<file path="src/rtl/odd_inv_pkg.sv">
package odd_inv_pkg;
  // Strobes from the vote logic to the datapath
  typedef struct packed {
    logic load;    // capture a new link word
    logic invOdd;  // complement odd payload lines and raise the flag
  } encStrobe_t;
endpackage

</file>
<file path="src/rtl/odd_inv_datapath.sv">
module odd_inv_datapath #(
  parameter int LINK_W = 8
) (
  input  logic                       clk,
  input  logic                       rstN,
  input  logic [LINK_W-2:0]          inData,
  input  odd_inv_pkg::encStrobe_t    strobe,
  output logic [LINK_W-3:0]          typeIVec,
  output logic [LINK_W-1:0]          linkOut
);
  localparam int PAY_W = LINK_W - 1;
  localparam int NPAIR = PAY_W - 1;
  localparam int CNT_W = $clog2(NPAIR + 1) + 1;

  logic [LINK_W-1:0] linkReg;
  logic [PAY_W-1:0]  prevPay;
  logic [PAY_W-1:0]  toggles;
  logic [PAY_W-1:0]  oddMask;
  logic [PAY_W-1:0]  sendPay;

  assign prevPay = linkReg[PAY_W-1:0];
  assign toggles = prevPay ^ inData;

  // One single-toggle detector per neighbouring payload pair
  for (genvar g = 0; g < NPAIR; g++) begin : g_pair
    assign typeIVec[g] = toggles[g] ^ toggles[g+1];
  end

  for (genvar g = 0; g < PAY_W; g++) begin : g_mask
    assign oddMask[g] = 1'(g % 2);
  end

  assign sendPay = strobe.invOdd ? (inData ^ oddMask) : inData;

  always_ff @(posedge clk or negedge rstN) begin
    if (!rstN)
      linkReg <= '0;
    else if (strobe.load)
      linkReg <= {strobe.invOdd, sendPay};
  end

  assign linkOut = linkReg;

  function automatic logic [CNT_W-1:0] pairCount(input logic [LINK_W-1:0] a,
                                                 input logic [LINK_W-1:0] b);
    logic [PAY_W-1:0] t;
    logic [CNT_W-1:0] c;
    t = a[PAY_W-1:0] ^ b[PAY_W-1:0];
    c = '0;
    for (int i = 0; i < NPAIR; i++) c = c + CNT_W'(t[i] ^ t[i+1]);
    return c;
  endfunction

  // idle cycles leave the link untouched
  p_idle_hold_r3: assert property (@(posedge clk) disable iff (!rstN)
    !strobe.load |=> $stable(linkReg));

  // an unflagged word carries the payload verbatim
  p_plain_word_r4: assert property (@(posedge clk) disable iff (!rstN)
    (strobe.load && !strobe.invOdd) |=>
      (!linkReg[LINK_W-1] && linkReg[PAY_W-1:0] == $past(inData)));

  // successive link words never exceed half the pairs in single toggles
  p_pair_bound_r9: assert property (@(posedge clk) disable iff (!rstN)
    strobe.load |=> (pairCount($past(linkReg), linkReg) <= CNT_W'(NPAIR / 2)));
endmodule

</file>
<file path="src/rtl/odd_inv_control.sv">
module odd_inv_control #(
  parameter int LINK_W = 8
) (
  input  logic                       clk,
  input  logic                       rstN,
  input  logic                       inValid,
  input  logic [LINK_W-3:0]          typeIVec,
  output odd_inv_pkg::encStrobe_t    strobe,
  output logic                       linkValid
);
  localparam int NPAIR = LINK_W - 2;
  localparam int CNT_W = $clog2(NPAIR + 1) + 2;

  logic [CNT_W-1:0] voteCnt;
  logic             majority;
  logic             validQ;

  always_comb begin
    voteCnt = '0;
    for (int i = 0; i < NPAIR; i++) voteCnt = voteCnt + CNT_W'(typeIVec[i]);
  end

  // Strict majority; a tie keeps the word uninverted
  assign majority = (voteCnt << 1) > CNT_W'(NPAIR);

  always_comb begin
    strobe.load   = inValid;
    strobe.invOdd = inValid & majority;
  end

  always_ff @(posedge clk or negedge rstN) begin
    if (!rstN) validQ <= 1'b0;
    else       validQ <= inValid;
  end

  assign linkValid = validQ;

  // link-valid tracks input-valid by one clock
  p_valid_rise_r2: assert property (@(posedge clk) disable iff (!rstN)
    inValid |=> linkValid);
  p_valid_low_r2: assert property (@(posedge clk) disable iff (!rstN)
    !inValid |=> !linkValid);
endmodule

</file>
<file path="src/rtl/odd_inv_decoder.sv">
module odd_inv_decoder #(
  parameter int LINK_W = 8
) (
  input  logic [LINK_W-1:0] linkIn,
  output logic [LINK_W-2:0] decData
);
  localparam int PAY_W = LINK_W - 1;

  logic [PAY_W-1:0] flipMask;

  for (genvar g = 0; g < PAY_W; g++) begin : g_flip
    assign flipMask[g] = linkIn[LINK_W-1] & 1'(g % 2);
  end

  assign decData = linkIn[PAY_W-1:0] ^ flipMask;
endmodule

</file>
<file path="src/rtl/odd_inv_link.sv">
module odd_inv_link #(
  parameter int LINK_W = 8
) (
  input  logic              clk,
  input  logic              rstN,
  input  logic              inValid,
  input  logic [LINK_W-2:0] inData,
  output logic [LINK_W-1:0] linkOut,
  output logic              linkValid,
  input  logic [LINK_W-1:0] linkIn,
  output logic [LINK_W-2:0] decData
);
  odd_inv_pkg::encStrobe_t strobe;
  logic [LINK_W-3:0]       typeIVec;

  odd_inv_control #(.LINK_W(LINK_W)) u_ctrl (
    .clk(clk), .rstN(rstN), .inValid(inValid), .typeIVec(typeIVec),
    .strobe(strobe), .linkValid(linkValid));

  odd_inv_datapath #(.LINK_W(LINK_W)) u_dp (
    .clk(clk), .rstN(rstN), .inData(inData), .strobe(strobe),
    .typeIVec(typeIVec), .linkOut(linkOut));

  odd_inv_decoder #(.LINK_W(LINK_W)) u_dec (
    .linkIn(linkIn), .decData(decData));

  // looped-back link recovers the accepted payload
  p_round_trip_r8: assert property (@(posedge clk) disable iff (!rstN)
    (linkValid && linkIn == linkOut) |-> (decData == $past(inData)));
endmodule

</file>
<file path="config.mk">
export PLATFORM = sky130hd
export DESIGN_NAME = odd_inv_link
export DESIGN_NICKNAME = d
export VERILOG_FILES = /design/src/rtl/odd_inv_pkg.sv /design/src/rtl/odd_inv_datapath.sv /design/src/rtl/odd_inv_control.sv /design/src/rtl/odd_inv_decoder.sv /design/src/rtl/odd_inv_link.sv
export SDC_FILE = /design/constraint.sdc
export NUM_CORES = 1
export LEC_CHECK = 0
export BUFFER_PORTS_ARGS = -buffer_cell sky130_fd_sc_hd__clkbuf_2
export CORE_MARGIN = 3
export CORE_UTILIZATION = 45
export CTS_CLUSTER_SIZE = 10
export DETAILED_ROUTE_END_ITERATION = 16
export PLACE_DENSITY = 0.78
export SLEW_MARGIN = 20
export SYNTH_ARGS = -nofsm -noshare
export SYNTH_HDL_FRONTEND = slang
export SYNTH_SLANG_ARGS = --single-unit
</file>
<file path="constraint.sdc">
create_clock -name clk -period 3.39 [get_ports clk]
set_input_delay 0.678 -clock clk [delete_from_list [all_inputs] [get_ports clk]]
set_output_delay 0.678 -clock clk [all_outputs]
set_load 0.03 [all_outputs]
</file>
==> summary.md, run 1 <==
| Metric | Value |
|---|---|
| DR iter-0 viols | `8` |
| Reg-to-reg setup timing slack | `540 ps` |
| Residual DRC count | `0` |
| Count leader, synth | `dfrtp_1` |
| Prevailing post-synth register cell | `dfrtp_1` |
| Lkg Pwr | `0.410 nW` |
| Post-route ant nets | `0` |
| Register area share after synthesis | `31.6%` |
| Num rows | `13` |
| Number of synthesized flops with an enable pin | `0` |
| Synthesized net count | `92` |
| CP max stage cell | `fa_1` |
| CP endpoint kind | `flop` |
| Largest area contributor in the netlist | `dfrtp_1` |
| Setup violators final | `0` |
| First-pass GRT wire length | `2.21 mm` |
| Max clock buf depth | `2` |
| Register clock-pin slew on the reported worst setup and hold paths | `60 ps` |
| Ys async rst share | `100%` |
| DR WL/cell | `12.1 um` |
| DR vias/cell | `5.17` |
| Hold crit path type | `input pin to asynchronous set/reset pin` |
| Filler cells | `117` |
| Initial Util | `51.0%` |
| Die Ht | `45.8 um` |
| Initial antenna violation count | `0` |
| Kind of critical path | `input pin to flop` |
| Minimum clock period | `2940 ps` |
| Multi-input gate area | `417 um^2` |
| Inserted Diodes | `0` |
| Grt ovf | `0` |
| FF+latch count, synth | `9` |
| Horiz. Die Dim | `45.8 um` |
| H-tree lvl count | `1` |
| RePlAce Congestion | `0.700` |
| Max Clk Rate | `340 MHz` |
| Synth top cells by count | `dfrtp_1 (9), xnor2_1 (7), inv_1 (6), xor2_1 (6)` |
| Max incr delay on CP | `540 ps` |
| R2R Path End | `u_dp.linkOut[1]` |
| Post-CTS resize count | `0` |
| WL final | `1.29 mm` |
| Pre-antenna DRT Iters | `4` |
| Fin nets | `114` |
| HPWL Detailed | `1.06 mm` |
| Hold Buf Count CTS | `0` |
| Post-route clock period utilization | `86.8%` |
| Finished Layout Cells | `106` |
| Reg-to-Reg Start | `u_dp.linkOut[2]` |
| Reg area | `225 um^2` |
| Top-area cell type share of the netlist area | `31.6%` |
| Clock root buffer master | `clkbuf_4` |
| Gr usage total | `14.7%` |
| Setup Skew | `1.70 ps` |
| Syn Area/Cell | `10.2 um^2` |
| Max IR drop VDD | `0.548 mV` |
| Sink Count | `9` |
| Slew Limit Headroom | `74.3%` |
| Ys Warns | `0` |
| Register-to-Register Path Depth | `11` |
| Final Hold Vio Count | `0` |
| RSZ-0062 raised after global routing | `false` |
| Cts bufs inserted | `3` |
| Port Buffer Count | `25` |
| Cell Area, Synth | `713 um^2` |
| Top post-synthesis cells by area | `dfrtp_1 (32%), xnor2_1 (8.6%), xor2_1 (7.4%)` |
| Vias in the first global route | `538` |
| Crit-path cells | `clkbuf_2 > xnor2_1 > xnor2_1 > ha_1 > inv_1 > fa_1 > inv_1 > ha_1 > and2_1 > nor3_1 > a311oi_1 > o311ai_1` |
| Area grow syn2layout | `17.0%` |
| Core box area | `1400 um^2` |
| CP Launch Type | `input pin` |
| Final worst setup slack | `446 ps` |
| Via count | `548` |
| Worst slack at placement | `156 ps` |
| Largest net degree at the start of global routing | `20` |
| Clk_lat worst skew | `250 ps` |
| Crit path capture | `u_dp.linkOut[1]` |
| Pwr dens | `1120 nW/um^2` |
| Setup TNS | `0 ps` |
| CP max FO | `7` |
| IO Pins | `34` |
| Setup Fix Bufs, Post-CTS | `0` |
| Post-synthesis cell type count | `22` |
| Worst EP required | `3510 ps` |
| Syn Inst Count | `70` |
| Slew @ Worst Pin | `385 ps` |
| Slew Limit Fails | `0` |
| Total chip power | `0.933 mW` |
| Max Cap Viol | `0` |
| Outcome | `completed` |
| Critical path data arrival time | `3060 ps` |
| Die Area | `2100 um^2` |
| Share of cells above drive strength 1 | `40.7%` |
| Placed cell count | `102` |
| Critical path startpoint | `inData[2]` |
| TritonCTS clock tree | `done` |
-- power by group --
part           internal, mW  leakage (nW)  total, mW  switching, mW
sequential            0.143         0.106      0.167         0.0243
combinational         0.265         0.289      0.685          0.420
clock                0.0452        0.0150     0.0807         0.0355
total                 0.453         0.410      0.933          0.480
-- critical path: cells and delay by family --
kind            cells  cell delay (ps)
fa+ha+maj           3             1080
compound gates      2              390
xor+xnor            2              370
simple gates        2              350
buf+inv             3              180
-- worst min-delay path by stage --
stage	slack, ps	end	from
3_3_place_gp	500	u_dp.linkOut[7]	u_dp.linkOut[7]
2_1_floorplan	380	u_ctrl.linkValid	rstN
5_1_grt	260	u_ctrl.linkValid	rstN
3_5_place_dp	510	u_dp.linkOut[7]	u_dp.linkOut[7]
4_1_cts	270	u_dp.linkOut[4]	rstN
6_report	270	u_dp.linkOut[4]	rstN
-- area by class of cell --
| type | count | area share (%) |
|---|---|---|
| flip-flops and latches | 9 | 27.0 |
| clock buffers | 4 | 3.15 |
| repair buffers | 25 | 15.0 |
| multi-input cells | 47 | 49.9 |
| inverters | 6 | 2.70 |
| well taps | 15 | 2.25 |
-- metal layers --
metal | GRT usage, % | wire [um] | vias to the layer above
met5 | 0 | 0 | -
met4 | 5.68 | 0 | 0
met3 | 4.35 | 62 | 0
met2 | 24.2 | 653 | 16
met1 | 17.9 | 569 | 252
li1 | - | - | 280
-- sequential cells by signal, summed over array words and instances (netlist names) --
| signal | cells |
|---|---|
| u_ctrl.linkValid | 1 |
| u_dp.linkOut | 8 |
-- cells by family after synthesis --
kind of cell             after synthesis  synth area share, %
AND/OR/NAND/NOR                       14                 10.4
multiplexers                           4                 6.32
buffers and inverters                 14                 10.0
AO/OA/AOI/OAI                          9                 10.9
XOR/XNOR                              16                 22.8
adder cells (fa/ha/maj)                4                 8.07
flip-flops                             9                 31.6
-- layout by cell type (no fill, tap or decap), drive strengths merged, types with 2 or more instances in the layout --
cell type and n:
xor2 7, o311ai 3, dfrtp 9, clkbuf 29, ha 3, a311oi 3, mux2 4, nand4 3
nor2b 3, a21oi 2, nand2 3, xnor2 9, nor3 3, inv 6
-- per-stage QoR --
| stage | instance area [um^2] | hold slack (ps) | utilization, % |
|---|---|---|---|
| 5_1_grt | 835 | 264 | 59.7 |
| 4_1_cts | 835 | 266 | 59.7 |
| 3_5_place_dp | 808 | 509 | 57.8 |
| 2_1_floorplan | 713 | 382 | - |
| 6_report | 835 | 270 | 59.7 |
| 3_3_place_gp | 808 | 500 | 57.8 |
Power figures use the tool's default switching activity.
==> run 2, diff against run 1 <==
--- a/config.mk
+++ b/config.mk
@@ -11,6 +11,7 @@
 export CTS_CLUSTER_SIZE = 10
 export DETAILED_ROUTE_END_ITERATION = 16
 export PLACE_DENSITY = 0.78
+export RECOVER_POWER = 50
 export SLEW_MARGIN = 20
 export SYNTH_ARGS = -nofsm -noshare
 export SYNTH_HDL_FRONTEND = slang
==> run 2 against run 1 <==
Fmax about the same. First-iteration DRC count unchanged. Clock-buffer cell count did not move. Sequential share of layout area grew 0.081 points. Clock skew barely moved. Clock power hardly changed. Worst hold slack better by 86 ps. Largest cell class unchanged. Highest routed layer unchanged.
==> summary.md, run 2 (same netlist as run 1, synthesis figures left out) <==
| Metric | Value |
|---|---|
| Initial Util | `51.0%` |
| Register clock-pin slew on the reported worst setup and hold paths | `60 ps` |
| CP endpoint kind | `flop` |
| DR WL/cell | `12.2 um` |
| Commonest non-fill, non-tap cells in the layout | `clkbuf_2 (23), dfrtp_1 (9), xnor2_1 (7)` |
| WL final | `1.29 mm` |
| Fin nets | `114` |
| Horiz. Die Dim | `45.8 um` |
| Max incr delay on CP | `540 ps` |
| Pwr dens | `1120 nW/um^2` |
| M1 GR Usage | `17.9%` |
| Hold Slack | `356 ps` |
| Hold Buf Count CTS | `0` |
| RSZ-0062 raised after global routing | `false` |
| First-pass GRT wire length | `2.21 mm` |
| Outcome | `completed` |
| Post-route ant nets | `0` |
| Largest net degree at the start of global routing | `20` |
| Final Hold Vio Count | `0` |
| CP max stage cell | `fa_1` |
| CP max FO | `7` |
| Vias in the first global route | `538` |
| Share of cells above drive strength 1 | `38.5%` |
| Sink Count | `9` |
| Slew Limit Fails | `0` |
| Area grow syn2layout | `16.7%` |
| HPWL Detailed | `1.06 mm` |
| Setup violators final | `0` |
| Filler cells | `115` |
| Slew Limit Headroom | `45.1%` |
| Commonest non-fill, non-tap cell in the layout | `clkbuf_2` |
| GRT busiest layer | `met2` |
| Max clock buf depth | `2` |
| CP delay by family, top | `adder cells` |
| Clock root buffer master | `clkbuf_4` |
| CP Launch Type | `input pin` |
| Buf+Inv Stages, Crit Path | `3` |
| Clk_lat worst skew | `250 ps` |
| Num rows | `13` |
| Hold crit path type | `input pin to asynchronous set/reset pin` |
| Setup Fix Bufs, Post-CTS | `0` |
| Core box area | `1400 um^2` |
| Critical path data arrival time | `3060 ps` |
| Worst EP required | `3510 ps` |
| Inserted Diodes | `0` |
| Setup Skew | `1.69 ps` |
| H-tree lvl count | `1` |
| DR iter-0 viols | `8` |
| Max Cap Viol | `0` |
| Post-CTS resize count | `0` |
| Minimum clock period | `2940 ps` |
| Die Area | `2100 um^2` |
| TritonCTS clock tree | `done` |
| Residual DRC count | `0` |
| Port Buffer Count | `25` |
| Kind of critical path | `input pin to flop` |
| Post-route clock period utilization | `86.8%` |
| Via count | `548` |
| Cts bufs inserted | `3` |
| RePlAce Congestion | `0.700` |
| Grt ovf | `0` |
| Crit-path cells | `clkbuf_2 > xnor2_1 > xnor2_1 > ha_1 > inv_1 > fa_1 > inv_1 > ha_1 > and2_1 > nor3_1 > a311oi_1 > o311ai_1` |
| DR vias/cell | `5.17` |
| Max IR drop VDD | `0.548 mV` |
| Global Route met3 Usage | `4.35%` |
| Initial antenna violation count | `0` |
| Die Ht | `45.8 um` |
| Slew @ Worst Pin | `824 ps` |
| Setup TNS | `0 ps` |
| IO Pins | `34` |
| Max reg flops | `8` |
| Pre-antenna DRT Iters | `4` |
| Met2 usage | `24.2%` |
| Max Clk Rate | `340 MHz` |
| Final core utilization | `59.5%` |
| Lkg Pwr | `0.404 nW` |
| Gr usage total | `14.7%` |
-- run 2: path summary, 6_finish.rpt --
check / to / depth (start not counted) / slack, ps / from
min: u_dp.linkOut[4] / 1 / 360 / rstN
max reg2reg: u_dp.linkOut[1] / 11 / 540 / u_dp.linkOut[2]
min reg2reg: u_dp.linkOut[7] / 2 / 530 / u_dp.linkOut[7]
min in group clk: u_dp.linkOut[7] / 2 / 530 / u_dp.linkOut[7]
max: u_dp.linkOut[1] / 12 / 450 / inData[2]
max in group asynchronous: u_dp.linkOut[0] / 1 / 2700 / rstN
-- run 2: layout make-up --
cell class	count	area (um^2)	area share (%)
repair buffers	25	123	14.7
inverters	6	22.5	2.71
flip-flops and latches	9	225	27.1
multi-input cells	47	417	50.1
well taps	15	18.8	2.26
clock buffers	4	26.3	3.16
-- run 2: routing by layer --
metal / up-vias / wire (um)
met1: 252 / 571
met5: - / 0
li1: 280 / -
met4: 0 / 0
met2: 16 / 653
met3: 0 / 63
-- run 2: metrics by stage --
step / total power [mW] / setup WS (ps) / instances / area (um^2)
5_1_grt: 1.05 / 230 / 106 / 832
2_1_floorplan: 0.754 / 376 / 70 / 713
3_3_place_gp: 0.826 / 212 / 102 / 808
3_5_place_dp: 0.859 / 156 / 102 / 808
4_1_cts: 0.947 / 440 / 106 / 835
6_report: 0.933 / 446 / 106 / 832
-- run 2: report_power, final --
group / internal (mW) / total (mW) / switching [mW]
registers: 0.143 / 0.167 / 0.0243
logic: 0.264 / 0.685 / 0.420
clock network: 0.0452 / 0.0807 / 0.0355
